==> config.mk <==
export PLATFORM = sky130hd
export DESIGN_NAME = dpp_prog_port
export DESIGN_NICKNAME = d
export VERILOG_FILES = /design/src/rtl/dpp_pkg.sv /design/src/rtl/dpp_cmd_fsm.sv /design/src/rtl/dpp_chan_select.sv /design/src/rtl/dpp_chan_regs.sv /design/src/rtl/dpp_prog_port.sv
export SDC_FILE = /design/constraint.sdc
export NUM_CORES = 1
export LEC_CHECK = 0
export CELL_PAD_IN_SITES_DETAIL_PLACEMENT = 1
export CELL_PAD_IN_SITES_GLOBAL_PLACEMENT = 2
export CORE_ASPECT_RATIO = 1.5
export CORE_MARGIN = 10
export CORE_UTILIZATION = 39
export CTS_CLUSTER_DIAMETER = 100
export DETAILED_ROUTE_END_ITERATION = 8
export DONT_BUFFER_PORTS = 1
export GPL_ROUTABILITY_DRIVEN = 0
export PLACE_DENSITY_LB_ADDON = 0.1
export SETUP_SLACK_MARGIN = 0.4
export SYNTH_ARGS = -nofsm -noshare
export SYNTH_HDL_FRONTEND = slang
export SYNTH_SLANG_ARGS = --single-unit
export TNS_END_PERCENT = 30
==> constraint.sdc <==
create_clock -name clk -period 1.94 [get_ports clk]
set_input_delay 0.097 -clock clk [delete_from_list [all_inputs] [get_ports clk]]
set_output_delay 0.097 -clock clk [all_outputs]
set_load 0.005 [all_outputs]
==> src/rtl/dpp_pkg.sv <==
package dpp_pkg;

    localparam int ADDR_W  = 24;
    localparam int CNT_W   = 16;
    localparam int MODE_W  = 8;
    localparam int DIR_BIT = 3;

    localparam logic [3:0] FN_ADDR   = 4'h2;
    localparam logic [3:0] FN_COUNT  = 4'h4;
    localparam logic [3:0] FN_MODE   = 4'h7;
    localparam logic [3:0] FN_MASK   = 4'h9;
    localparam logic [3:0] FN_UNMASK = 4'hA;

    typedef enum logic [2:0] {
        ST_IDLE,
        ST_ADR0,
        ST_ADR1,
        ST_ADR2,
        ST_CNT0,
        ST_CNT1,
        ST_MODE
    } seq_state_e;

    typedef enum logic [3:0] {
        WR_NONE,
        WR_ADR0,
        WR_ADR1,
        WR_ADR2,
        WR_CNT0,
        WR_CNT1,
        WR_MODE,
        WR_MASK,
        WR_UNMASK
    } wr_op_e;

endpackage

==> src/rtl/dpp_cmd_fsm.sv <==
module dpp_cmd_fsm
    import dpp_pkg::*;
#(
    parameter int CH_BITS = 3
) (
    input  logic               clk,
    input  logic               rst_n,
    input  logic               io_wr,
    input  logic               io_sel,
    input  logic [7:0]         io_data,
    output wr_op_e             op,
    output logic [CH_BITS-1:0] op_chan
);

    seq_state_e         state_q, state_d;
    logic [CH_BITS-1:0] chan_q, chan_d;
    logic               cmd_wr, dat_wr;
    logic [3:0]         fn;

    assign cmd_wr = io_wr && !io_sel;
    assign dat_wr = io_wr && io_sel;
    assign fn     = io_data[7:4];

    // next state
    always_comb begin
        state_d = state_q;
        chan_d  = chan_q;
        if (cmd_wr) begin
            chan_d = io_data[CH_BITS-1:0];
            if (fn == FN_ADDR)       state_d = ST_ADR0;
            else if (fn == FN_COUNT) state_d = ST_CNT0;
            else if (fn == FN_MODE)  state_d = ST_MODE;
            else                     state_d = ST_IDLE;
        end else if (dat_wr) begin
            unique case (state_q)
                ST_IDLE: state_d = ST_IDLE;
                ST_ADR0: state_d = ST_ADR1;
                ST_ADR1: state_d = ST_ADR2;
                ST_ADR2: state_d = ST_IDLE;
                ST_CNT0: state_d = ST_CNT1;
                ST_CNT1: state_d = ST_IDLE;
                ST_MODE: state_d = ST_IDLE;
                default: state_d = ST_IDLE;
            endcase
        end
    end

    // state register
    always_ff @(posedge clk or negedge rst_n) begin
        if (!rst_n) begin
            state_q <= ST_IDLE;
            chan_q  <= '0;
        end else begin
            state_q <= state_d;
            chan_q  <= chan_d;
        end
    end

    // outputs
    always_comb begin
        op      = WR_NONE;
        op_chan = chan_q;
        if (cmd_wr) begin
            op_chan = io_data[CH_BITS-1:0];
            if (fn == FN_MASK)        op = WR_MASK;
            else if (fn == FN_UNMASK) op = WR_UNMASK;
            else                      op = WR_NONE;
        end else if (dat_wr) begin
            unique case (state_q)
                ST_IDLE: op = WR_NONE;
                ST_ADR0: op = WR_ADR0;
                ST_ADR1: op = WR_ADR1;
                ST_ADR2: op = WR_ADR2;
                ST_CNT0: op = WR_CNT0;
                ST_CNT1: op = WR_CNT1;
                ST_MODE: op = WR_MODE;
                default: op = WR_NONE;
            endcase
        end
    end

endmodule

==> src/rtl/dpp_chan_select.sv <==
module dpp_chan_select #(
    parameter int CH_BITS = 3,
    localparam int NCH    = 1 << CH_BITS
) (
    input  logic [CH_BITS-1:0] chan,
    output logic [NCH-1:0]     hit
);

    for (genvar g = 0; g < NCH; g++) begin : g_dec
        assign hit[g] = (chan == CH_BITS'(g));
    end

endmodule

==> src/rtl/dpp_chan_regs.sv <==
module dpp_chan_regs
    import dpp_pkg::*;
(
    input  logic              clk,
    input  logic              rst_n,
    input  logic              hit,
    input  wr_op_e            op,
    input  logic [7:0]        wdata,
    output logic              enable,
    output logic [ADDR_W-1:0] addr,
    output logic [CNT_W-1:0]  count,
    output logic              to_mem
);

    logic              mask_q;
    logic [ADDR_W-1:0] addr_q;
    logic [CNT_W-1:0]  cnt_q;
    logic [MODE_W-1:0] mode_q;

    always_ff @(posedge clk or negedge rst_n) begin
        if (!rst_n) begin
            mask_q <= 1'b1;
            addr_q <= '0;
            cnt_q  <= '0;
            mode_q <= '0;
        end else if (hit) begin
            unique case (op)
                WR_NONE:   ;
                WR_ADR0:   addr_q[7:0]   <= wdata;
                WR_ADR1:   addr_q[15:8]  <= wdata;
                WR_ADR2:   addr_q[23:16] <= wdata;
                WR_CNT0:   cnt_q[7:0]    <= wdata;
                WR_CNT1:   cnt_q[15:8]   <= wdata;
                WR_MODE:   mode_q        <= wdata;
                WR_MASK:   mask_q        <= 1'b1;
                WR_UNMASK: mask_q        <= 1'b0;
                default:   ;
            endcase
        end
    end

    assign enable = !mask_q;
    assign addr   = addr_q;
    assign count  = cnt_q;
    assign to_mem = mode_q[DIR_BIT];

endmodule

==> src/rtl/dpp_prog_port.sv <==
module dpp_prog_port
    import dpp_pkg::*;
#(
    parameter int CH_BITS = 3,
    localparam int NCH    = 1 << CH_BITS
) (
    input  logic                  clk,
    input  logic                  rst_n,
    input  logic                  io_wr,
    input  logic                  io_sel,
    input  logic [7:0]            io_data,
    output logic [NCH-1:0]        ch_enable,
    output logic [NCH*ADDR_W-1:0] ch_addr,
    output logic [NCH*CNT_W-1:0]  ch_count,
    output logic [NCH-1:0]        ch_to_mem
);

    wr_op_e             op;
    logic [CH_BITS-1:0] op_chan;
    logic [NCH-1:0]     hit;

    dpp_cmd_fsm #(.CH_BITS(CH_BITS)) u_fsm (
        .clk     (clk),
        .rst_n   (rst_n),
        .io_wr   (io_wr),
        .io_sel  (io_sel),
        .io_data (io_data),
        .op      (op),
        .op_chan (op_chan)
    );

    dpp_chan_select #(.CH_BITS(CH_BITS)) u_sel (
        .chan (op_chan),
        .hit  (hit)
    );

    for (genvar g = 0; g < NCH; g++) begin : g_ch
        dpp_chan_regs u_regs (
            .clk    (clk),
            .rst_n  (rst_n),
            .hit    (hit[g]),
            .op     (op),
            .wdata  (io_data),
            .enable (ch_enable[g]),
            .addr   (ch_addr[g*ADDR_W +: ADDR_W]),
            .count  (ch_count[g*CNT_W +: CNT_W]),
            .to_mem (ch_to_mem[g])
        );
    end

endmodule

==> results by group <==
Run status
  – Status: finished, violations left
  – Failing checks: negative hold slack

STA
  – Final setup viols: 0
  – Period utilization: 93.0%
  – Fin. max-slew vios: 0
  – Unrepaired setup endpoints after global routing: yes
  – Slew @ Worst Pin: 967 ps
  – Max-Slew Margin vs Limit: 35.5%
  – Crit path time final: 1800 ps
  – Hold Vio Cnt, Final: 342
  – Hold WS: -710 ps
  – Clock skew: 15.3 ps
  – Fmax: 0.555 GHz

Place
  – Placed cell count: 1,322
  – Hpwl dp: 27.9 mm
  – Port Buf Inserts: 0

Logic synthesis
  – Leading post-synthesis cells by cell area: dfrtp_1 61%, mux2_2 27%, dfstp_2 1.5%, buf_4 1.0%, nor3_2 0.96%
  – Post-synth EDFFs: 0
  – Syn Inst Count: 876
  – Cell Area, Synth: 13,600 um2
  – Synth area leader: dfrtp_1
  – Share of the synthesized area in the top cell type: 61.4%
  – Commonest cells post-synth: 334 x dfrtp_1, 331 x mux2_2, 33 x clkbuf_1
  – Syn Nets: 888
  – Synth Area per Inst: 15.5 um2
  – Post-synth cell types: 40
  – Fraction of registers with async set/reset: 100%
  – Post-synthesis sequential area ratio: 63.0%
  – Ys Warns: 0
  – FF+latch count, synth: 342
  – Most frequent cell after synthesis: dfrtp_1
  – Ys flop type: dfrtp_1

Cells and area
  – Non-Filler Instances: 1,421
  – Multi-input logic area: 5290 um2
  – Nets: 944
  – Inserted Diodes: 0
  – Area Growth Syn to Fin: 22.3%
  – Sequential standard cell area: 8570 um2
  – Number of fill cells: 3,272
  – Share of cells above drive strength 1: 56.5%

Floorplan
  – Die Area: 42,900 um2
  – Num ports: 348
  – Die H: 249 um
  – Die W: 172 um
  – Initial core utilization: 39.6%
  – Core area: 34,400 um2
  – Cell Rows: 83

Critical path
  – Crit path required time: 2330 ps
  – Worst r2r dst: g_ch[4].u_regs.addr[11]
  – CP Launch Type: register
  – Worst-path maximum fanout: 8
  – CP Capture Type: register
  – RR Startpoint: u_fsm.state_q[0]
  – Reg2Reg Depth: 5
  – Reg2Reg Setup Slack: 140 ps
  – Worst Path Arrival: 2200 ps
  – Kind of critical path: reg2reg

Clock network
  – Clock transition at path regs: 60 ps
  – CTS tree: built
  – Hold Buf Count CTS: 13
  – Worst skew pair latency: 510 ps
  – CTS max path bufs: 3
  – Num CTS Buffers: 35
  – Clock Tree Root: clkbuf_16
  – H-tree depth: 2
  – Clock sink count: 342

Routing
  – Vias: 7,675
  – Initial DRC count: 361
  – WL final: 42.4 mm
  – ANT nets after route: 0
  – Via density: 5.40
  – DR DRC count: 0
  – Wire length per cell: 29.8 um
  – DR pass1 iterations: 4

GRT
  – Via count of the first global-routing pass: 8,348
  – Total GRT Usage: 19.2%
  – First-pass GRT wire length: 60.9 mm
  – Initial antenna violation count: 0
  – Largest net degree at the start of global routing: 343
  – Total gr overflow: 0

Power and ir drop
  – Worst VDD drop: 0.000700 V
  – Lkg Pwr: 8.05 nW
  – Pwr dens: 1100 nW/um2

Hold path
  – Worst hold path class: in2async

Job
  – Max Cap Violations: 0
-- placed cells by master, fill, tap and decap left out, types with 9 or more instances in the layout --
cell and instances:
mux2_4 80, buf_4 43, nand3_4 10, dfrtp_1 330
a31oi_1 16, mux2_2 251, buf_12 15, nand3_1 11
nand4_1 9, buf_6 17, clkbuf_16 38, inv_1 11
-- worst max path at each step --
stage                     start                       to  slack, ps  cells past startpoint
2_1_floorplan   u_fsm.chan_q[0]  g_ch[4].u_regs.addr[10]        110                      5
3_3_place_gp   u_fsm.state_q[1]   g_ch[6].u_regs.addr[4]       -0.9                      6
3_5_place_dp    u_fsm.chan_q[2]   g_ch[5].u_regs.addr[1]        -50                      5
4_1_cts         u_fsm.chan_q[2]   g_ch[5].u_regs.addr[4]        120                      5
5_1_grt        u_fsm.state_q[0]   g_ch[3].u_regs.addr[9]         70                      6
6_report       u_fsm.state_q[0]  g_ch[4].u_regs.addr[11]        140                      5
-- cells by family after synthesis --
group                  Yosys count  synth area share (%)
AOI/OAI and AO/OA               23                  1.14
buffers and inverters           80                  2.83
DFF                            342                  63.0
muxes                          336                  28.0
and+or+nand+nor                 95                  5.00
-- report_power, final --
part / leakage (nW) / internal (mW) / switching (mW)
registers: 4.66 / 8.26 / 1.19
logic: 2.84 / 1.40 / 0.929
clock network: 0.553 / 3.85 / 2.71
-- stage by stage --
stage | utilization, % | setup TNS [ps] | area (um2) | worst slack [ps] | total power, mW
5_1_grt | 48.4 | 0 | 16600 | 65.8 | 19.2
6_report | 48.4 | 0 | 16600 | 137 | 18.3
2_1_floorplan | - | 0 | 13800 | 109 | 10.5
4_1_cts | 47.2 | 0 | 16200 | 119 | 18.4
3_5_place_dp | 42.2 | -449 | 14500 | -54.7 | 11.3
3_3_place_gp | 42.2 | -3.15 | 14500 | -0.881 | 11.1
-- worst max-delay path, cell delays in order, from the launching register on --
cell	delay [ps]
dfrtp_2	440
and3b_2	300
nand2_2	100
nor4_4	350
buf_12	180
mux2_4	300
-- layout make-up --
| class | count | area share [%] |
|---|---|---|
| Sequential cell | 342 | 51.5 |
| Multi-Input combinational cell | 454 | 31.8 |
| Clock buffer | 51 | 6.24 |
| Timing Repair Buffer | 87 | 6.19 |
| Tap cell | 467 | 3.51 |
| Clock inverter | 8 | 0.451 |
| Inverter | 12 | 0.271 |
-- registers in the layout, indices dropped and copies added, names as in the netlist --
register / flops
g_ch.u_regs.mode_q: 8
g_ch.u_regs.mask_q: 8
g_ch.u_regs.addr: 192
u_fsm.chan_q: 3
g_ch.u_regs.count: 128
u_fsm.state_q: 3
-- metal layers --
metal	vias up	global-route usage (%)	wire (um)
met5	-	0	0
met4	0	7.02	1500
met3	71	7.54	4080
met2	253	35.3	23000
met1	4124	18.7	13800
li1	3227	-	-
-- timing repair --
| action | CTS | global route |
|---|---|---|
| pin swaps | 10 | 11 |
| gates cloned | 0 | 1 |
| hold endpoints to repair | 678 | 342 |
| resized for setup | 66 | 59 |
| endpoints found under the setup margin | 330 | 332 |
| buffers inserted | 8 | 18 |
No activity file was read; power rests on OpenSTA's default activity.
